## src/rtl/mini8_pkg.sv

```systemverilog
package mini8_pkg;
    localparam int DW    = 8;            // data width
    localparam int IW    = 16;           // instruction width
    localparam int RW    = 3;            // register field width
    localparam int NREG  = 2;            // implemented registers
    localparam int IDX_W = $clog2(NREG);
    localparam int NIB   = 4;
    localparam int NDIG  = DW / NIB;     // display digits
    localparam int SEG_W = 7;

    typedef enum logic [2:0] {
        ALU_PASS, ALU_ADD, ALU_SUB, ALU_AND, ALU_EOR, ALU_LSL, ALU_LSR, ALU_NEG
    } alu_op_e;

    typedef enum logic [1:0] {
        ACT_NONE, ACT_WRITE, ACT_SHOW
    } action_e;

    typedef struct packed {
        action_e              action;
        alu_op_e              op;
        logic [IDX_W-1:0]     rd;
        logic [IDX_W-1:0]     src_a;
        logic [IDX_W-1:0]     src_b;
        logic                 use_imm;
        logic [DW-1:0]        imm;
    } decoded_t;

    typedef struct packed {
        action_e              act;
        logic [IDX_W-1:0]     rd;
        logic [DW-1:0]        data;
    } pending_t;

    typedef struct packed {
        logic [NREG-1:0][DW-1:0] regs;
        logic [IDX_W-1:0]        show;
        logic                    upd_prev;
        pending_t                pend;
    } core_state_t;
endpackage

```

## src/rtl/mini8_decode.sv

```systemverilog
module mini8_decode
    import mini8_pkg::*;
(
    input  logic [IW-1:0] instr_i,
    output decoded_t      dec_o
);
    localparam logic [4:0]  OPC_MOV   = 5'b00100;
    localparam logic [5:0]  OPC_ARR   = 6'b000110;
    localparam logic [5:0]  OPC_ARI   = 6'b000111;
    localparam logic [5:0]  OPC_DP    = 6'b010000;
    localparam logic [12:0] OPC_SHOW  = 13'b0100011100000;

    logic [RW-1:0] f_lo, f_mid, f_hi, f_mov;
    logic          ok;
    decoded_t      d;

    function automatic logic reg_ok(input logic [RW-1:0] r);
        return r < RW'(NREG);
    endfunction

    assign f_lo  = instr_i[2:0];
    assign f_mid = instr_i[5:3];
    assign f_hi  = instr_i[8:6];
    assign f_mov = instr_i[10:8];

    always_comb begin
        d         = '0;
        d.action  = ACT_NONE;
        d.op      = ALU_PASS;
        ok        = 1'b0;
        d.rd      = f_lo[IDX_W-1:0];
        if (instr_i[15:11] == OPC_MOV) begin
            d.op      = ALU_PASS;
            d.use_imm = 1'b1;
            d.imm     = instr_i[DW-1:0];
            d.rd      = f_mov[IDX_W-1:0];
            ok        = reg_ok(f_mov);
        end else if (instr_i[15:10] == OPC_ARR) begin
            d.op    = instr_i[9] ? ALU_SUB : ALU_ADD;
            d.src_a = f_mid[IDX_W-1:0];
            d.src_b = f_hi[IDX_W-1:0];
            ok      = reg_ok(f_lo) && reg_ok(f_mid) && reg_ok(f_hi);
        end else if (instr_i[15:10] == OPC_ARI) begin
            d.op      = instr_i[9] ? ALU_SUB : ALU_ADD;
            d.src_a   = f_mid[IDX_W-1:0];
            d.use_imm = 1'b1;
            d.imm     = {{(DW-3){1'b0}}, f_hi};
            ok        = reg_ok(f_lo) && reg_ok(f_mid);
        end else if (instr_i[15:10] == OPC_DP) begin
            d.src_a = f_lo[IDX_W-1:0];
            d.src_b = f_mid[IDX_W-1:0];
            ok      = reg_ok(f_lo) && reg_ok(f_mid);
            unique case (instr_i[9:6])
                4'b0000: d.op = ALU_AND;
                4'b0001: d.op = ALU_EOR;
                4'b0010: d.op = ALU_LSL;
                4'b0011: d.op = ALU_LSR;
                4'b1001: d.op = ALU_NEG;
                default: ok   = 1'b0;
            endcase
        end else if (instr_i[15:3] == OPC_SHOW) begin
            ok = reg_ok(f_lo);
        end
        if (ok) begin
            d.action = (instr_i[15:3] == OPC_SHOW) ? ACT_SHOW : ACT_WRITE;
        end
    end

    assign dec_o = d;
endmodule

```

## src/rtl/mini8_alu.sv

```systemverilog
module mini8_alu
    import mini8_pkg::*;
(
    input  alu_op_e       op_i,
    input  logic [DW-1:0] a_i,
    input  logic [DW-1:0] b_i,
    output logic [DW-1:0] y_o
);
    always_comb begin
        unique case (op_i)
            ALU_ADD:  y_o = a_i + b_i;
            ALU_SUB:  y_o = a_i - b_i;
            ALU_AND:  y_o = a_i & b_i;
            ALU_EOR:  y_o = a_i ^ b_i;
            ALU_LSL:  y_o = {b_i[DW-2:0], 1'b0};
            ALU_LSR:  y_o = {1'b0, b_i[DW-1:1]};
            ALU_NEG:  y_o = '0 - b_i;
            default:  y_o = b_i;
        endcase
    end
endmodule

```

## src/rtl/mini8_hexseg.sv

```systemverilog
module mini8_hexseg
    import mini8_pkg::*;
(
    input  logic [NIB-1:0]   nib_i,
    output logic [SEG_W-1:0] seg_o
);
    always_comb begin
        unique case (nib_i)
            4'h0: seg_o = 7'h3F;
            4'h1: seg_o = 7'h06;
            4'h2: seg_o = 7'h5B;
            4'h3: seg_o = 7'h4F;
            4'h4: seg_o = 7'h66;
            4'h5: seg_o = 7'h6D;
            4'h6: seg_o = 7'h7D;
            4'h7: seg_o = 7'h07;
            4'h8: seg_o = 7'h7F;
            4'h9: seg_o = 7'h6F;
            4'hA: seg_o = 7'h77;
            4'hB: seg_o = 7'h7C;
            4'hC: seg_o = 7'h39;
            4'hD: seg_o = 7'h5E;
            4'hE: seg_o = 7'h79;
            default: seg_o = 7'h71;
        endcase
    end
endmodule

```

## src/rtl/mini8_core.sv

```systemverilog
module mini8_core
    import mini8_pkg::*;
(
    input  logic             clk,
    input  logic             rst,
    input  logic [IW-1:0]    instr_i,
    input  logic             exe_n_i,
    input  logic             upd_n_i,
    output logic [SEG_W-1:0] seg_hi_o,
    output logic [SEG_W-1:0] seg_lo_o
);
    decoded_t            dec;
    logic [DW-1:0]       opa, opb, alu_y, shown;
    logic [NDIG-1:0][SEG_W-1:0] segs;
    core_state_t         st_d, st_q;
    logic                commit;

    mini8_decode u_dec (.instr_i(instr_i), .dec_o(dec));

    assign opa = st_q.regs[dec.src_a];
    assign opb = dec.use_imm ? dec.imm : st_q.regs[dec.src_b];

    mini8_alu u_alu (.op_i(dec.op), .a_i(opa), .b_i(opb), .y_o(alu_y));

    assign commit = upd_n_i && !st_q.upd_prev;

    always_comb begin
        st_d          = st_q;
        st_d.upd_prev = upd_n_i;
        if (!exe_n_i) begin
            st_d.pend.act  = dec.action;
            st_d.pend.rd   = dec.rd;
            st_d.pend.data = alu_y;
        end else if (commit) begin
            unique case (st_q.pend.act)
                ACT_WRITE: st_d.regs[st_q.pend.rd] = st_q.pend.data;
                ACT_SHOW:  st_d.show = st_q.pend.rd;
                default:   ;
            endcase
            st_d.pend.act = ACT_NONE;
        end
        if (rst) begin
            st_d          = '0;
            st_d.pend.act = ACT_NONE;
            st_d.upd_prev = 1'b1;
        end
    end

    always_ff @(posedge clk) begin
        st_q <= st_d;
    end

    assign shown = st_q.regs[st_q.show];

    for (genvar g = 0; g < NDIG; g++) begin : g_digit
        mini8_hexseg u_seg (.nib_i(shown[g*NIB +: NIB]), .seg_o(segs[g]));
    end

    assign seg_hi_o = segs[NDIG-1];
    assign seg_lo_o = segs[0];
endmodule

```

## config.mk

```make
export PLATFORM = sky130hd
export DESIGN_NAME = mini8_core
export DESIGN_NICKNAME = d
export VERILOG_FILES = /design/src/rtl/mini8_pkg.sv /design/src/rtl/mini8_decode.sv /design/src/rtl/mini8_alu.sv /design/src/rtl/mini8_hexseg.sv /design/src/rtl/mini8_core.sv
export SDC_FILE = /design/constraint.sdc
export NUM_CORES = 1
export LEC_CHECK = 0
export CELL_PAD_IN_SITES_DETAIL_PLACEMENT = 0
export CELL_PAD_IN_SITES_GLOBAL_PLACEMENT = 1
export CORE_MARGIN = 8
export CORE_UTILIZATION = 39
export CTS_CLUSTER_SIZE = 28
export DETAILED_ROUTE_END_ITERATION = 8
export GPL_ROUTABILITY_DRIVEN = 0
export GPL_TIMING_DRIVEN = 0
export PLACE_DENSITY_LB_ADDON = 0.08
export SLEW_MARGIN = 0
export SYNTH_ARGS = -nofsm -noshare
export SYNTH_HDL_FRONTEND = slang
export SYNTH_SLANG_ARGS = --single-unit
```

## constraint.sdc

```tcl
create_clock -name clk -period 3.9 [get_ports clk]
set_input_delay 0.78 -clock clk [delete_from_list [all_inputs] [get_ports clk]]
set_output_delay 0.78 -clock clk [all_outputs]
set_load 0.01 [all_outputs]
```

==> impl_metrics.csv <==
group,metric,value,unit
status,status,"finished clean",
floorplan,fp.dieW,107,um
drt,wl_met1,4.54,mm
sta,worst_slew_margin_rel,0.557,
floorplan,die_y,107,um
finish,fill_cells,800,
finish,drive_gt1_frac,0.219,
setup_path,worstPathCellList,"buf_12, or4b_4, nor2_4, a211oi_4, buf_4, mux2i_2, a211oi_2, a21o_2, ha_4, fa_2, nor2b_1, o21ai_1, nand2b_1, a21o_1, a21oi_2, xnor2_2, a221oi_2, a211oi_1",
synthesis,syn-mean-instance-area,7.85,um2
grt,grt_use_total,0.175,
sta,rsz0062_at_grt,"yes",
grt,grt_pass1_wl,16.4,mm
sta,final.setup_skew,6.60,ps
finish,largest_register,"st_q",
setup_path,slowest_stage,"or4b_4",
finish,layout_common_cells,"38 x nor2_1, 31 x nand2_1, 30 x mux2i_1",
drt,routed_via_density,5.66,
clock_network,cts_buffers,5,
setup_path,slowest_delay,550,ps
clock_network,clockBufferDepth,2,
flow_run,cap_violations,0,
setup_path,path_class,"in2reg",
finish,layout_commonest_cell,"nor2_1",
grt,antenna_found_initial,0,
drt,avgRoutedWirePerCell,17.1,um
hold_path,holdPathStages,2,
drt,met3_length,276,um
clock_network,cts_tree,"done",
synthesis,yosys_warnings,0,
clock_network,root_buffer,"clkbuf_8",
synthesis,ys_seq_area_frac,0.179,
clock_network,clock_latency,280,ps
sta,finalCritPeriodShare,0.967,
finish,reg_top3,"st_q (29)",
floorplan,ioPinCount,34,
power_and_ir_drop,powerDensity,159,mW/mm2
finish,area_growth,31.0,%
clock_network,cts.sinks,29,
synthesis,synthCells,412,
finish,fin_util,0.521,
setup_path,ff2ff_setup_slack,1320,ps
drt,drt_iter0_markers,103,
drt,ant_nets,0,
sta,final.setup.tns,0,ps
synthesis,synth-seq-cells,29,
synthesis,synth_ff_type,"dfxtp_1",
synthesis,synth_cell_types,66,
finish,seq_area,581,um2
finish,multi_input_area,0.00276,mm2
setup_path,crit_path_end_kind,"flip-flop",
setup_path,crit_fanout,4,
floorplan,die_area,0.0115,mm2
synthesis,syn_area,0.00324,mm2
drt,totalWireLength,9.89,mm
sta,slew_violations,0,
clock_network,htree_num_levels,2,
setup_path,worst_r2r_path_depth,13,
sta,max_freq,265,MHz
synthesis,synth-edff-count,0,
floorplan,rows,33,
placement,post-place-ws,-1090,ps
finish,largest_register_ffs,29,
setup_path,critPathLaunchType,"primary input",
sta,fin_crit,3770,ps
synthesis,yosys.area.top_type,"dfxtp_1",
placement,portBuffers,31,
setup_path,crit_arrival,3910,ps
synthesis,yosysTopAreaCellShare,0.179,
grt,grt_pass1_vias,3267,
drt,drtPass1Iterations,5,
clock_network,clkTransAtPathRegs,70,ps
power_and_ir_drop,vdd_ir_drop_max,0.102,mV
drt,drc,0,
finish,diodes,0,
sta,hold_ws,492,ps
floorplan,start_util,0.398,
drt,highest_layer,"met4",
power_and_ir_drop,p_leak,0.00169,uW
synthesis,syn_nets,463,
sta,finalWorstSetupSlack,130,ps
floorplan,design.core.area,0.00813,mm2
setup_path,required,4040,ps
finish,nets,524,
hold_path,hp-class,"reg2reg",
sta,hold_viol_final,0,
synthesis,async_reset_ff_frac,0,
synthesis,yosys-top-cells-area,"dfxtp_1 18%, ha_1 11%, mux2i_1 10%",
grt,overflow,0,
drt,vias,3277,
sta,finalSetupViolCount,0,
placement,place_hpwl,7.85,mm
grt,grt_max_degree,11,
sta,worst_slew_pin_slew,660,ps
drt,wl_met2,4.76,mm
==> per-stage QoR <==
stage               power, uW  area [um2]  std cells
floorplan                 373        3300        412
global placement          418        3740        548
detailed placement        418        3740        548
CTS                       672        4070        570
global route              705        4240        579
finish                    676        4240        579
==> cells by family (layout without fill, tap and decap cells) <==
logic type,Yosys count,count (layout),share of synthesized area
XOR/XNOR,10,10,0.0313
AO/OA/AOI/OAI,115,115,0.244
flip-flops,29,29,0.179
multiplexers,45,45,0.144
adder cells (fa/ha/maj),31,31,0.125
buffers and inverters,36,98,0.0452
AND/OR/NAND/NOR,146,146,0.232
==> path summary, 6_finish.rpt <==
check | end | start
min | st_q[3] | st_q[3]
max | st_q[6] | instr_i[15]
max reg2reg | st_q[6] | st_q[21]
min reg2reg | st_q[3] | st_q[3]
==> layer usage <==
layer	global-route usage	vias to the layer above
met5	0	-
met4	0.0834	0
met3	0.0174	18
met2	0.301	56
met1	0.213	1567
li1	-	1636
==> critical path, delay by kind of cell <==
family,cells,cell delay (ps)
xor+xnor,1,140
simple gates,4,950
compound gates,8,1040
fa+ha+maj,2,540
mux,1,190
buf+inv,2,260
==> area by class of cell <==
class / count / share of cell area
multi-input combinational: 347 / 0.651
inverter: 19 / 0.0168
sequential: 29 / 0.137
clock inverter: 3 / 0.00413
tap: 105 / 0.0310
buffer: 16 / 0.0215
timing repair buffer: 55 / 0.123
clock buffer: 5 / 0.0162
==> report_power, final <==
part           leakage [uW]  total (uW)  internal [uW]  switching [uW]
Sequential         0.000235         303            300            2.77
Clock             0.0000439         244            123             121
Combinational       0.00141         129           57.9            71.0
==> synth_stat cells (all sizes together), types with 2 or more instances <==
master and count:
o22ai 8, o32a 2, o21ai 25, a211o 2, buf 2, o2111ai 2, a21oi 27, nand4 2
fa 2, a31oi 3, inv 19, nor3b 4, a2111oi 3, o22a 4, a2bb2oi 2, mux2 12
a221oi 5, clkbuf 15, nor2b 13, xor2 3, nand2 31, nand3 9, dfxtp 29, nor2 41
and3 4, a21boi 3, and2 2, ha 29, a211oi 9, o21bai 3, xnor2 6, nor3 22
nand2b 7, mux2i 33, a21o 7, nand3b 3, nor4 2
==> repair_timing <==
item                       CTS  global route
setup buffers               15            10
resized for setup           43            40
pin swaps                   22            17
hold buffers                 0             0
setup endpoints to repair   17             7
Note: power is estimated with default switching activity, not from simulation.
